[config.mk]
export PLATFORM = sky130hd
export DESIGN_NAME = wt_player
export DESIGN_NICKNAME = d
export VERILOG_FILES = /design/src/rtl/wt_pkg.sv /design/src/rtl/wt_strobe_gen.sv /design/src/rtl/wt_addr_seq.sv /design/src/rtl/wt_table_bank.sv /design/src/rtl/wt_player.sv
export SDC_FILE = /design/constraint.sdc
export NUM_CORES = 1
export LEC_CHECK = 0
export BUFFER_PORTS_ARGS = -buffer_cell sky130_fd_sc_hd__buf_4
export CAP_MARGIN = 0
export CORE_MARGIN = 2
export CORE_UTILIZATION = 35
export DETAILED_ROUTE_END_ITERATION = 7
export GPL_TIMING_DRIVEN = 0
export SLEW_MARGIN = 20
export SYNTH_ARGS = -nofsm -noshare
export SYNTH_HDL_FRONTEND = slang
export SYNTH_MEMORY_MAX_BITS = 65536
export SYNTH_SLANG_ARGS = --single-unit
[constraint.sdc]
create_clock -name clk -period 2.95 [get_ports clk]
set_input_delay 0.1475 -clock clk [delete_from_list [all_inputs] [get_ports clk]]
set_output_delay 0.1475 -clock clk [all_outputs]
set_load 0.05 [all_outputs]
[src/rtl/wt_pkg.sv]
package wt_pkg;

   typedef enum logic [1:0] {
      WT_STEP    = 2'd0,
      WT_WRAP    = 2'd1,
      WT_RESTART = 2'd2
   } wt_step_e;

   function automatic int unsigned wt_bits(input int unsigned n);
      return (n <= 2) ? 1 : $clog2(n);
   endfunction

endpackage

[src/rtl/wt_strobe_gen.sv]
module wt_strobe_gen #(
   parameter int unsigned DIV = 200
) (
   input  logic clk,
   input  logic rst,
   output logic stb
);
   localparam int unsigned CW = wt_pkg::wt_bits(DIV);

   if (DIV < 2) begin : g_bad_div
      $error("wt_strobe_gen: DIV must be at least 2");
   end

   logic [CW-1:0] cnt_q;

   assign stb = (cnt_q == CW'(DIV - 1));

   always_ff @(posedge clk) begin
      if (rst)      cnt_q <= '0;
      else if (stb) cnt_q <= '0;
      else          cnt_q <= cnt_q + 1'b1;
   end

   AST_STROBE_GAP: assert property (@(posedge clk) disable iff (rst)
      stb |=> !stb);

endmodule

[src/rtl/wt_addr_seq.sv]
module wt_addr_seq
   import wt_pkg::*;
#(
   parameter int unsigned N      = 5,
   parameter int unsigned ADDR_W = 6,
   parameter int unsigned SEL_W  = 3,
   parameter int unsigned TBL_LEN [N] = '{24, 30, 16, 40, 12},
   parameter int unsigned LOOP_AT [N] = '{6, 10, 4, 8, 3}
) (
   input  logic              clk,
   input  logic              rst,
   input  logic              stb,
   input  logic [SEL_W-1:0]  sel_in,
   output logic [SEL_W-1:0]  rd_sel,
   output logic [ADDR_W-1:0] rd_addr,
   output wt_step_e          step
);
   logic [ADDR_W-1:0] last_addr [N];
   logic [ADDR_W-1:0] loop_addr [N];

   for (genvar t = 0; t < N; t++) begin : g_desc
      assign last_addr[t] = ADDR_W'(TBL_LEN[t] - 1);
      assign loop_addr[t] = ADDR_W'(LOOP_AT[t]);
   end

   logic [SEL_W-1:0]  eff_sel, last_q;
   logic [ADDR_W-1:0] ptr_q, nxt;
   logic              chg, at_end;

   // out-of-range selects fold onto the last table
   assign eff_sel = ({1'b0, sel_in} >= (SEL_W+1)'(N)) ? SEL_W'(N - 1) : sel_in;
   assign chg     = (eff_sel != last_q);
   assign rd_addr = chg ? '0 : ptr_q;
   assign at_end  = (rd_addr == last_addr[eff_sel]);
   assign nxt     = at_end ? loop_addr[eff_sel] : rd_addr + 1'b1;
   assign rd_sel  = eff_sel;

   always_comb begin
      if (chg)         step = WT_RESTART;
      else if (at_end) step = WT_WRAP;
      else             step = WT_STEP;
   end

   always_ff @(posedge clk) begin
      if (rst) begin
         ptr_q  <= '0;
         last_q <= '0;
      end else if (stb) begin
         ptr_q  <= nxt;
         last_q <= eff_sel;
      end
   end

   AST_PTR_BOUND: assert property (@(posedge clk) disable iff (rst)
      ptr_q <= last_addr[last_q]);

   AST_WRAP_TO_LOOP: assert property (@(posedge clk) disable iff (rst)
      (stb && step == WT_WRAP) |=> ptr_q == $past(loop_addr[eff_sel]));

   AST_RESTART_TAKES: assert property (@(posedge clk) disable iff (rst)
      (stb && step == WT_RESTART) |=> last_q == $past(eff_sel));

   AST_PTR_QUIET: assert property (@(posedge clk) disable iff (rst)
      !stb |=> ($stable(ptr_q) && $stable(last_q)));

endmodule

[src/rtl/wt_table_bank.sv]
module wt_table_bank #(
   parameter int unsigned N      = 5,
   parameter int unsigned W      = 40,
   parameter int unsigned ADDR_W = 6,
   parameter int unsigned SEL_W  = 3,
   parameter int unsigned TBL_LEN [N] = '{24, 30, 16, 40, 12}
) (
   input  logic              clk,
   input  logic              rst,
   input  logic              stb,
   input  logic [SEL_W-1:0]  rd_sel,
   input  logic [ADDR_W-1:0] rd_addr,
   output logic [W-1:0]      word
);
   // default contents: table index in the top byte, address in bits 31:0
   function automatic logic [W-1:0] fill_word(input int unsigned t, input int unsigned a);
      logic [W-1:0] v;
      v = '0;
      v[W-1 -: 8] = 8'(t);
      v[31:0]     = 32'(a);
      return v;
   endfunction

   logic [W-1:0]     tbl_w [N];
   logic [SEL_W-1:0] sel_q;

   for (genvar t = 0; t < N; t++) begin : g_tbl
      localparam int unsigned AW_T = wt_pkg::wt_bits(TBL_LEN[t]);
      logic [W-1:0] mem [TBL_LEN[t]];
      logic [W-1:0] q;

      initial begin
         for (int i = 0; i < int'(TBL_LEN[t]); i++) mem[i] = fill_word(t, i);
      end

      always_ff @(posedge clk) begin
         if (rst)
            q <= '0;
         else if (stb)
            q <= ({1'b0, rd_addr} < (ADDR_W+1)'(TBL_LEN[t])) ? mem[rd_addr[AW_T-1:0]] : '0;
      end

      assign tbl_w[t] = q;
   end

   always_ff @(posedge clk) begin
      if (rst)      sel_q <= '0;
      else if (stb) sel_q <= rd_sel;
   end

   assign word = tbl_w[sel_q];

   AST_SEL_IN_BANK: assert property (@(posedge clk) disable iff (rst)
      stb |-> ({1'b0, rd_sel} < (SEL_W+1)'(N)));

endmodule

[src/rtl/wt_player.sv]
module wt_player
   import wt_pkg::*;
#(
   parameter int unsigned NUM_TABLES = 5,
   parameter int unsigned SAMPLE_W   = 40,
   parameter int unsigned STROBE_DIV = 200,
   parameter int unsigned TBL_LEN [NUM_TABLES] = '{24, 30, 16, 40, 12},
   parameter int unsigned LOOP_AT [NUM_TABLES] = '{6, 10, 4, 8, 3},
   localparam int unsigned SEL_W = wt_pkg::wt_bits(NUM_TABLES)
) (
   input  logic                       clk,
   input  logic                       rst,
   input  logic [SEL_W-1:0]           sel,
   output logic signed [SAMPLE_W-1:0] sample,
   output logic                       valid
);
   function automatic int unsigned longest();
      int unsigned m = 1;
      for (int t = 0; t < int'(NUM_TABLES); t++)
         if (TBL_LEN[t] > m) m = TBL_LEN[t];
      return m;
   endfunction

   localparam int unsigned MAX_LEN = longest();
   localparam int unsigned ADDR_W  = wt_pkg::wt_bits(MAX_LEN);

   if (SAMPLE_W < 40) begin : g_bad_w
      $error("wt_player: SAMPLE_W must hold index byte and 32-bit address");
   end
   if (NUM_TABLES < 1 || NUM_TABLES > 256) begin : g_bad_n
      $error("wt_player: NUM_TABLES out of range");
   end
   for (genvar t = 0; t < NUM_TABLES; t++) begin : g_chk
      if (TBL_LEN[t] < 1 || LOOP_AT[t] >= TBL_LEN[t]) begin : g_bad_desc
         $error("wt_player: loop start must lie inside its table");
      end
   end

   logic              stb;
   logic [SEL_W-1:0]  rd_sel;
   logic [ADDR_W-1:0] rd_addr;
   wt_step_e          step;
   logic [SAMPLE_W-1:0] word;
   logic              valid_q;

   wt_strobe_gen #(.DIV(STROBE_DIV)) u_stb (
      .clk (clk),
      .rst (rst),
      .stb (stb)
   );

   wt_addr_seq #(
      .N(NUM_TABLES), .ADDR_W(ADDR_W), .SEL_W(SEL_W),
      .TBL_LEN(TBL_LEN), .LOOP_AT(LOOP_AT)
   ) u_seq (
      .clk     (clk),
      .rst     (rst),
      .stb     (stb),
      .sel_in  (sel),
      .rd_sel  (rd_sel),
      .rd_addr (rd_addr),
      .step    (step)
   );

   wt_table_bank #(
      .N(NUM_TABLES), .W(SAMPLE_W), .ADDR_W(ADDR_W), .SEL_W(SEL_W),
      .TBL_LEN(TBL_LEN)
   ) u_bank (
      .clk     (clk),
      .rst     (rst),
      .stb     (stb),
      .rd_sel  (rd_sel),
      .rd_addr (rd_addr),
      .word    (word)
   );

   always_ff @(posedge clk) begin
      if (rst) valid_q <= 1'b0;
      else     valid_q <= stb;
   end

   assign valid  = valid_q;
   assign sample = word;

   AST_VALID_PULSE: assert property (@(posedge clk) disable iff (rst)
      valid |=> !valid);

   AST_SAMPLE_HOLD: assert property (@(posedge clk) disable iff (rst)
      !valid |-> $stable(sample));

   AST_RESTART_ZERO: assert property (@(posedge clk) disable iff (rst)
      (stb && step == WT_RESTART) |=> sample[31:0] == 32'd0);

   AST_RESET_QUIET: assert property (@(posedge clk)
      $past(rst) |-> (!valid && sample == '0));

endmodule

==> results list, run 1 <==
* Status: finished clean
- For this design the ratio of total power to cell area is roughly 440 mW/mm^2.
- The total overflow left after global routing is 0.
- Cell count after synthesis: ~290
- Placeable core region: roughly 0.0068 sq mm
- The initial antenna violation count came to 0.
* Unique masters post-synth: 40
* Die W: 87.2 microns
- Setup repair after global routing left no endpoint under its margin.
* Net count of the finished layout: 350
* Average vias per placed instance: between 4 and 5
* Number of antenna-violating nets in the routed design: 0
* Path type of the worst min-delay path: in -> reg
- Detailed-route wire length: 5310 microns
* Critical Path Start: u_stb.cnt_q[0]
- Of the synthesized area, sequential elements account for 38.1%.
- The first detailed-routing pass ran for 4 iterations.
- Critical path arrival: around 2400 ps
* GR Util met1: roughly a fifth
- Die ar.: roughly 0.0076 sq mm
- Slack of the critical path: about 730 ps
* Fin crit share: about 75%
- Clk buf depth: 2
- Count of flip-flops with a built-in enable after synthesis: 0
* Count of inserted antenna diode cells: 0
* Min-Delay Startpoint: rst
- Clock latency on the worst-skew pair, taken at its later pin, is about 300 ps.
- Hold repair after CTS inserted 0 buffers.
* Met3 track utilization from global routing: about 2.7%
- The first global-routing pass estimated 8890 microns of wire.
* Most heavily used metal layer in global routing: met2
* Post-CTS sizing: 0
- Final Hold Violating Endpoints: 0
- PnR Total Power: between 1 and 1.5 mW
- Overall fraction of global-route tracks in use: about 15%
- Inserted Clock Buffers: 5
- The number of max-slew violations in the final report was 0.
* Post-layout util: 42.1%
- Finish-stage setup viols: 0
- The worst-case IR drop observed on VDD is roughly 0.26 mV.
- During synthesis, Yosys emitted a total of 0 warnings.
- The synthesized netlist occupies a cell area of around 0.0024 sq mm.
- After detailed routing, the average wire length per cell comes to roughly 13 microns.
- Avg Cell Area, Syn: between 8 and 9 sq um
- STA classifies the critical path endpoint as a register.
- Most common cell after layout, fill and taps aside: sky130_fd_sc_hd__dfxtp_1
- Critical-path cell list: ha_1 -> and4b_1 -> and2_1 -> buf_2 -> nor2_1 -> clkbuf_1 -> nand2_1 -> o211ai_1
- Worst reg2reg startpoint: u_stb.cnt_q[0]
- At the pin with the least slew margin, the transition time is 634 ps.
- Pin count of the biggest net entering global routing: 16
* Highest clock frequency the design can meet: about 450 MHz
* Synth Register Bits: 46
- Leakage component of the power: approximately 1.2 nW
- After filler insertion, the fill cell instance count of the layout stands at roughly 680.
- Number of max-cap violations: 0
* Number of buffers and inverters on the critical path: 2
- Primary flip-flop cell chosen by synthesis mapping: sky130_fd_sc_hd__dfxtp_1
- Gpl congestion: between 0.8 and 0.9
- The count of buffers added on input and output ports is 13.
* Maximum level of the CTS H-tree: 2
* DRC violations left: 0
- The library cells used most frequently in the layout, excluding fill and tap cells, are 46 x sky130_fd_sc_hd__dfxtp_1, 44 x sky130_fd_sc_hd__buf_4, 41 x sky130_fd_sc_hd__nand2_1, 31 x sky130_fd_sc_hd__conb_1, 29 x sky130_fd_sc_hd__o21ai_0.
* Total negative slack for setup checks: 0 ps
- Iteration-0 DRC Markers: about 160
- In this design, the stage delay of the slowest critical-path cell is slightly below 500 ps.
- Layout overhead on the synthesized area: 17.5%
- Measured along the y axis, the die boundary spans around 87 microns.
* Area after detailed placement: roughly 0.0027 sq mm
- The worst setup path is launched from a register.
- Type of the worst setup path: reg -> reg
- Kind of cell adding the most delay to the critical path: simple AND/OR/NAND/NOR gates
- Measured against its own limit, the worst slew margin works out to between 50% and 60%.
* Multi-input gate area in the final layout: 0.00126 sq mm
- Detailed placement ended at an HPWL of ~3900 microns.
- Total number of clock tree sinks: 46
- Post-route standard cell area excluding fillers: ~0.0028 sq mm
- Worst Setup Slack post-DPL: between 700 and 800 ps
- Once the clock tree was built, the setup fixing pass inserted 0 buffers.
* Global-route track usage on met2: between 20% and 30%
- The via count of the first global-routing pass was approximately 1800.
- Critical-path top delay cell: sky130_fd_sc_hd__clkbuf_1
- Top-level I/O count: 46
* Layout cell share with drive strength beyond 1: about a fifth
- Once the floorplan was initialized, standard cells occupied between 30% and 40% of the core.
- Summing over every cut layer, the via total after detailed routing is between 1500 and 2000.
* Critical path required time: between 3000 and 4000 ps
- Fraction of registers with async set or reset after synthesis: 0%
- TritonCTS clock tree: yes
* Seq. cell area: approximately 920 sq um
- Across the routed clock network, the largest skew measured is between 10 and 15 ps.
* Final critical delay including setup and external delays: between 2000 and 2500 ps
- Along the worst path, the maximum fanout reaches 10.
* FP Rows: 30
* Root cell of the clock tree: sky130_fd_sc_hd__clkbuf_8
* Clock slew at the register clock pins of the worst setup and hold paths: 90 ps
path summary, 6_finish.rpt:
| check | endpoint | slack (ps) | cells after the start |
|---|---|---|---|
| setup / recovery | u_seq.ptr_q[3] | 730 | 8 |
| hold reg to reg | u_bank.g_tbl[0].q[3] | 450 | 2 |
| setup reg to reg | u_seq.ptr_q[3] | 730 | 8 |
| hold / removal | u_stb.cnt_q[4] | 50 | 2 |
report_power, final:
| group | switching, mW | total [mW] | internal [mW] |
|---|---|---|---|
| Combinational | 0.118 | 0.161 | 0.0430 |
| Clock | 0.218 | 0.472 | 0.254 |
| Sequential | 0.00276 | 0.627 | 0.624 |
logic make-up (layout without fill, tap and decap cells):
family                   after synthesis  count (layout)  share of synthesized area, %
multiplexers                          11              11                          6.62
AO/OA/AOI/OAI                         49              49                          12.6
other                                  1              31                         0.155
XOR/XNOR                              12              12                          4.34
AND/OR/NAND/NOR                      110             110                          21.6
adder cells (fa/ha/maj)                4               4                          2.07
flip-flops                            46              46                          38.1
buffers and inverters                 58              79                          14.5
cells in the mapped netlist, types with 4 or more instances:
| library cell | count | share of area, % |
|---|---|---|
| sky130_fd_sc_hd__dfxtp_1 | 46 | 38 |
| sky130_fd_sc_hd__xnor2_1 | 8 | 2.9 |
| sky130_fd_sc_hd__a21oi_1 | 4 | 0.83 |
| sky130_fd_sc_hd__mux2i_1 | 7 | 2.9 |
| sky130_fd_sc_hd__nor2_1 | 24 | 3.7 |
| sky130_fd_sc_hd__nand2_1 | 41 | 6.4 |
| sky130_fd_sc_hd__nor3_1 | 4 | 0.83 |
| sky130_fd_sc_hd__inv_1 | 10 | 1.6 |
| sky130_fd_sc_hd__clkbuf_1 | 13 | 2.0 |
| sky130_fd_sc_hd__buf_4 | 31 | 9.6 |
| sky130_fd_sc_hd__o21ai_0 | 29 | 6.0 |
| sky130_fd_sc_hd__xor2_1 | 4 | 1.4 |
| sky130_fd_sc_hd__mux4_2 | 4 | 3.7 |
| sky130_fd_sc_hd__ha_1 | 4 | 2.1 |
| sky130_fd_sc_hd__nand3_1 | 20 | 4.1 |
per-stage QoR:
stage / instances / hold WS, ps
finish: 422 / 48.3
global route: 422 / 52.3
CTS: 422 / 46.8
detailed placement: 414 / 366
global placement: 414 / 361
floorplan: 321 / 220
per-layer routing:
metal  wire, microns  share of wire [%]  up-vias
met5               0                  0        -
met4              49               0.92        0
met3             251                4.7        4
met2            2440                 46       57
met1            2570                 48      912
li1                -                  -     1022
layout make-up:
| type | count | share of cell area, % |
|---|---|---|
| plain buffers | 48 | 11.0 |
| well taps | 80 | 3.52 |
| flip-flops and latches | 46 | 32.4 |
| inverters | 10 | 1.32 |
| clock inverters | 3 | 1.54 |
| clock buffers | 5 | 2.42 |
| repair buffers | 13 | 3.43 |
| multi-input cells | 217 | 44.3 |
sequential cells by signal (all words and copies together) (netlist names):
register,flops
valid,1
u_bank.sel_q,3
u_bank.g_tbl.q,28
u_stb.cnt_q,8
u_seq.ptr_q,6
Power figures use the tool's default switching activity.
==> run 2: changes to the inputs <==
==> constraint.sdc (replaced) <==
create_clock -name clk -period 2.2 [get_ports clk]
set_input_delay 0.11 -clock clk [delete_from_list [all_inputs] [get_ports clk]]
set_output_delay 0.11 -clock clk [all_outputs]
set_load 0.05 [all_outputs]
==> results list, run 2 (same netlist as run 1, synthesis figures left out) <==
- Critical-path cell list: buf_2 -> mux4_2 -> inv_1 -> o21ai_0 -> buf_4
- Counting the buffers created by CTS gives 5.
- Leaving out fill and tap cells, the most frequent cell in the layout is sky130_fd_sc_hd__dfxtp_1.
* Average wire per cell in the routed design: 12.6 microns
* Post-CTS Setup Bufs: 0
- Net count of the finished layout: 350
- Summed over all layers, the global routing overflow is 0.
* PnR Total Power: approximately 1.7 mW
* Worst Clk Skew: 10.7 ps
- 0 antenna diodes ended up in the layout.
- Top-level I/O count: between 40 and 50
* Pin count of the biggest net entering global routing: 16
* Element type at the critical path start: register
* Top Registers: u_bank.g_tbl.q: 28 flops, u_stb.cnt_q: 8 flops, u_seq.ptr_q: 6 flops
- The floorplan step defined a core boundary enclosing 0.00676 sq mm.
- Critical-path top delay cell: sky130_fd_sc_hd__mux4_2
* Power density over cell area: a little under 600 mW/mm^2
- DRC violations left: 0
- Post-route standard cell area excluding fillers: roughly 0.0029 sq mm
- STA puts the critical path data required time at 2090 ps.
* Clock slew at the register clock pins of the worst setup and hold paths: ~90 ps
- Seq. cell area: about 920 sq um
* Clk buf depth: 2
- Routed vias: approximately 2000
- Setup repair after global routing missed its margin: yes
* Final-report max-slew violation count: 0
- The H-tree generated during clock tree synthesis spans 2 levels.
* Quantity of I/O buffers inserted on ports: 13
* Number of antenna-violating nets in the routed design: 0
- The die covers 0.00760 sq mm.
- The die is roughly 87 microns wide.
- Of all nets on the critical path, the largest fanout is 10.
- Buffers inserted to repair hold after CTS numbered 0.
- The initial antenna violation count is 0.
* Overall fraction of global-route tracks in use: 15.0%
* Maximum single-stage delay on the critical path: around 550 ps
* Leakage component of the power: approximately 1.2 nW
- Total number of clock tree sinks: between 40 and 50
- Critical path arrival: roughly 1900 ps
* Finish-stage setup viols: 0
- The register with the most flip-flops in the final layout is u_bank.g_tbl.q.
- Path type of the worst min-delay path: in -> reg
- Final critical delay including setup and external delays: 2030 ps
* Detailed-route wire length: between 5000 and 6000 microns
* Fin crit share: ~92%
* Max IR drop VDD: ~0.35 mV
* Highest clock frequency the design can meet: around 490 MHz
- For this run, the detailed router's first-pass iteration total came to 4.
* Fill cell instance count of the final layout: ~680
* Starting Density: between 30% and 40%
- The via count of the first global-routing pass is 1816.
* Element type at the critical path end: primary output
* Commonest non-fill, non-tap cells in the layout: 46 x sky130_fd_sc_hd__dfxtp_1, 44 x sky130_fd_sc_hd__buf_4, 41 x sky130_fd_sc_hd__nand2_1, 31 x sky130_fd_sc_hd__conb_1, 29 x sky130_fd_sc_hd__o21ai_0
- Clock Latency Late Sink: ~300 ps
- Clock tree synthesis selected as its root buffer the cell sky130_fd_sc_hd__clkbuf_8.
- Relative to the synthesized area, the layout overhead comes to 18.0%.
* Final Hold Violating Endpoints: 0
- Die H: 87.2 microns
* Area after detailed placement: about 0.0027 sq mm
- Rel. slew slack: between 60% and 70%
- Type of the worst setup path: reg -> out
- For the pin with the worst max-slew slack, the measured transition is 566 ps.
- In this run the core area contains 30 standard-cell rows.
- Using the TritonRoute via totals, the vias-per-cell ratio works out to roughly 4.7.
- The flow ran to the end, and the final reports show no timing, DRC or antenna violations.
- The register with the most flip-flops in the layout has 28 of them.
- Kind of cell adding the most delay to the critical path: buffers and inverters
* Iteration-0 DRC Markers: between 150 and 200
- Number of max-cap violations: 0
- Half-perimeter wire length after detailed placement: ~3900 microns
- TritonCTS built the clock tree.
- In the final timing run, aggregate negative setup slack is 0 ps.
- Final hold slack: between 20 and 25 ps
* Number of buffers and inverters on the critical path: 3
- Summing all multi-input logic gate instances after layout gives between 0.001 and 0.0015 sq mm.
* Gpl congestion: 0.842
- The first global-routing pass estimated just under 9000 microns of wire.
- In the final layout, the share of cells above drive strength 1 is around 22%.
-- run 2: worst paths after layout --
path / cells past startpoint / endpoint / slack [ps] / start
min: 2 / u_stb.cnt_q[4] / 20 / rst
max: 5 / sample[1] / 170 / u_bank.sel_q[1]
max reg2reg: 8 / u_bank.g_tbl[3].q[5] / 170 / u_stb.cnt_q[0]
min reg2reg: 2 / u_bank.g_tbl[0].q[3] / 450 / u_bank.g_tbl[0].q[3]
-- run 2: per-layer routing --
metal	global-route usage (%)	share of wire, %	vias up
li1	-	-	1023
met1	20.1	48	909
met2	24.8	46	54
met3	2.65	5.3	4
met4	4.06	0.87	0
met5	0	0	-
-- run 2: repair_timing --
item,CTS,global route
endpoints found under the setup margin,13,27
hold endpoints to repair,0,0
resized for setup,3,8
-- run 2: through the flow --
| step | utilization, % | setup slack [ps] | std cells |
|---|---|---|---|
| floorplan | - | 25.5 | 321 |
| detailed placement | 40.4 | -41.7 | 414 |
| global placement | 40.4 | -14.5 | 414 |
| finish | 42.3 | 165 | 422 |
| CTS | 42.1 | 4.26 | 422 |
| global route | 42.3 | -11.7 | 422 |
-- run 2: cell type report --
class	instances	share of cell area [%]
buffer	48	11.3
clock buffer	5	2.41
clock inverter	3	1.53
inverter	10	1.31
multi-input combinational	217	44.3
sequential	46	32.3
tap	80	3.51
timing repair buffer	13	3.42
-- run 2: where the power goes --
| group | leakage, nW | internal, mW | switching, mW | total (mW) |
|---|---|---|---|---|
| sequential | 0.371 | 0.836 | 0.00371 | 0.840 |
| clock | 0.0585 | 0.341 | 0.290 | 0.630 |
| combinational | 0.793 | 0.0588 | 0.158 | 0.217 |
| total | 1.22 | 1.24 | 0.452 | 1.69 |
==> run 3: changes to the inputs <==
--- a/config.mk
+++ b/config.mk
@@ -11,6 +11,7 @@
 export CORE_UTILIZATION = 35
 export DETAILED_ROUTE_END_ITERATION = 7
 export GPL_TIMING_DRIVEN = 0
+export MAX_ROUTING_LAYER = met4
 export SLEW_MARGIN = 20
 export SYNTH_ARGS = -nofsm -noshare
 export SYNTH_HDL_FRONTEND = slang
==> results list, run 3 (same netlist as run 1, synthesis figures left out) <==
- Status: finished clean
- Fill cell instance count of the final layout: a little under 700
- Pint: approximately 1.2 mW
- Compared with the post-synthesis result, the final layout area differs by 18.0%.
- Worst Max-Slew Pin Slew: between 500 and 600 ps
- Antenna violations before repair: 0
- Sequential cells burn roughly half of the power.
- Most heavily used metal layer in global routing: met2
* Net Sw Power: 0.456 mW
- Counting along the longest clock path gives a buffer depth of 2.
- Entering global routing, the biggest net connects 16 pins.
* GR Util met1: 20.1%
* Net count of the finished layout: 350
* Area after detailed placement: between 0.002 and 0.003 sq mm
- Number of max-cap violations: 0
- FP Rows: 30
- Of the total power, combinational logic draws between 10% and 20%.
* Starting Density: 35.8%
- In this run the static leakage power is between 1 and 1.5 nW.
- Quantity of I/O buffers inserted on ports: 13
- Number of antenna-violating nets in the routed design: 0
- Leaving out fill and tap cells, the most frequent cell in the layout is sky130_fd_sc_hd__dfxtp_1.
- Routability-driven placement finished with a final weighted congestion of ~0.86.
* Element type at the critical path end: primary output
- Derived from the worst setup path, the maximum achievable clock frequency is 492 MHz.
- For this design the ratio of total power to cell area is approximately 600 mW/mm^2.
* Post-CTS Setup Bufs: 0
* Root cell of the clock tree: sky130_fd_sc_hd__clkbuf_8
- Detailed-routing iteration count for the pre-antenna-repair pass: 4
* Setup repair after global routing missed its margin: yes
* Element type at the critical path start: register
* Placeable core region: about 0.0068 sq mm
* Iteration-0 DRC Markers: roughly 150
- Share of total power in the clock network: 37.5%
- For this block, the routed nets add up to about 5300 microns of wire.
- Measured along the x axis, the die boundary spans 87.2 microns.
- Inserted Clock Buffers: 5
- Largest fanout of any net on the critical path: 10
- The register with the most flip-flops in the layout has 28 of them.
* Overall fraction of global-route tracks in use: between 15 and 20%
* Critical path arrival: between 1500 and 2000 ps
- Count of inserted antenna diode cells: 0
- Maximum single-stage delay on the critical path: roughly 560 ps
- In this run the vertical extent of the chip is between 80 and 90 microns.
- Counting flops per register, the top entry is u_bank.g_tbl.q.
- Type of the worst setup path: reg -> out
- Net switching is a little over a quarter of the power.
- Finish-stage setup viols: 0
* Post-route standard cell area excluding fillers: ~0.0029 sq mm
- Critical path required time: 2090 ps
- Worst Clk Skew: about 10 ps
- DRC violations left: 0
- After clock tree synthesis, the clock-pin slew on the worst setup and hold paths is approximately 90 ps.
* Top Registers: u_bank.g_tbl.q: 28 flops, u_stb.cnt_q: 8 flops, u_seq.ptr_q: 6 flops
- Global-route track usage on met2: 24.8%
- Total negative slack for setup checks: 0 ps
- After clock tree synthesis, the flow added hold-fix buffers numbering 0.
- The die covers roughly 0.0076 sq mm.
- Routed vias: 1982
- Measured against its own limit, the worst slew margin works out to between 60% and 70%.
- Final hold slack: ~22 ps
* Critical-path cell list: buf_2 -> mux4_2 -> inv_1 -> o21ai_0 -> buf_4
* Global route total overflow: 0
* Met3 track utilization from global routing: between 2 and 3%
- Of the cells placed in the final design, the portion with a size suffix greater than 1 is 21.9%.
- Setup slack closes at between 150 and 200 ps.
- The via count of the first global-routing pass is between 1500 and 2000.
- After layout, the worst path uses 92.4% of the clock period.
- Post-layout util: 42.3%
- Final critical delay including setup and external delays: 2030 ps
- Final-report max-slew violation count: 0
- Worst Setup Slack post-DPL: -41.7 ps
- Clock Latency Late Sink: about 300 ps
- Top-level I/O count: 46
- Total number of clock tree sinks: between 40 and 50
- First-pass GRT wire length: 8870 microns
- Dividing the detail-routed wire length by the instance count gives approximately 13 microns.
- Maximum level of the CTS H-tree: 2
- TritonCTS built the clock tree.
* Critical-path top delay cell: sky130_fd_sc_hd__mux4_2
- Using the TritonRoute via totals, the vias-per-cell ratio works out to approximately 4.7.
- Max IR drop VDD: about 0.35 mV
- Path type of the worst min-delay path: in -> reg
- Commonest non-fill, non-tap cells in the layout: 46 x sky130_fd_sc_hd__dfxtp_1, 44 x sky130_fd_sc_hd__buf_4, 41 x sky130_fd_sc_hd__nand2_1, 31 x sky130_fd_sc_hd__conb_1, 29 x sky130_fd_sc_hd__o21ai_0
- Half-perimeter wire length after detailed placement: just under 4000 microns
- Final Hold Violating Endpoints: 0
## run 3: cell counts in the layout (fill, tap and decap cells not counted)
Identical to the previous run, type by type.
## run 3: layout make-up
cell class	instances	area, sq um	share of cell area [%]
tap	80	100	3.51
sequential	46	921	32.3
timing repair buffer	13	97.6	3.42
inverter	10	37.5	1.31
multi-input combinational	217	1260	44.3
clock inverter	3	43.8	1.53
buffer	48	322	11.3
clock buffer	5	68.8	2.41
## run 3: routing by layer
layer | routed length [microns] | up-vias
met4 | 23 | 0
met2 | 2440 | 55
met5 | 0 | -
met1 | 2560 | 899
met3 | 272 | 2
li1 | - | 1026
## run 3: path summary, 6_finish.rpt
kind,to,depth (start not counted),from,slack (ps)
hold / removal,u_stb.cnt_q[4],2,rst,20
hold reg to reg,u_bank.g_tbl[0].q[3],2,u_bank.g_tbl[0].q[3],450
setup / recovery,sample[1],5,u_bank.sel_q[1],170
setup reg to reg,u_seq.ptr_q[4],9,u_bank.sel_q[0],200
## run 3: power groups by stage
stage | clock network [mW] | registers [mW] | logic, mW
global placement | 0 | 0.860 | 0.213
detailed placement | 0 | 0.860 | 0.214
global route | 0.683 | 0.841 | 0.231
floorplan | 0 | 0.859 | 0.195
finish | 0.635 | 0.840 | 0.217
CTS | 0.646 | 0.840 | 0.215
## run 3: repair_timing
| item | 4_1_cts | 5_1_grt |
|---|---|---|
| cloned | 0 | 0 |
| setup endpoints to repair | 13 | 27 |
| gates resized for setup | 3 | 8 |
| pin swaps | 0 | 0 |
## run 3: critical path: cells and delay by family (launching register included)
kind	cells	cell delay (ps)
buffers and inverters	3	610
multiplexers	1	560
flip-flops	1	400
AO/OA/AOI/OAI	1	60
## run 3: per-stage QoR
| step | power, mW | instances |
|---|---|---|
| finish | 1.69 | 422 |
| global route | 1.76 | 422 |
| CTS | 1.70 | 422 |
| detailed placement | 1.07 | 414 |
| global placement | 1.07 | 414 |
| floorplan | 1.05 | 321 |
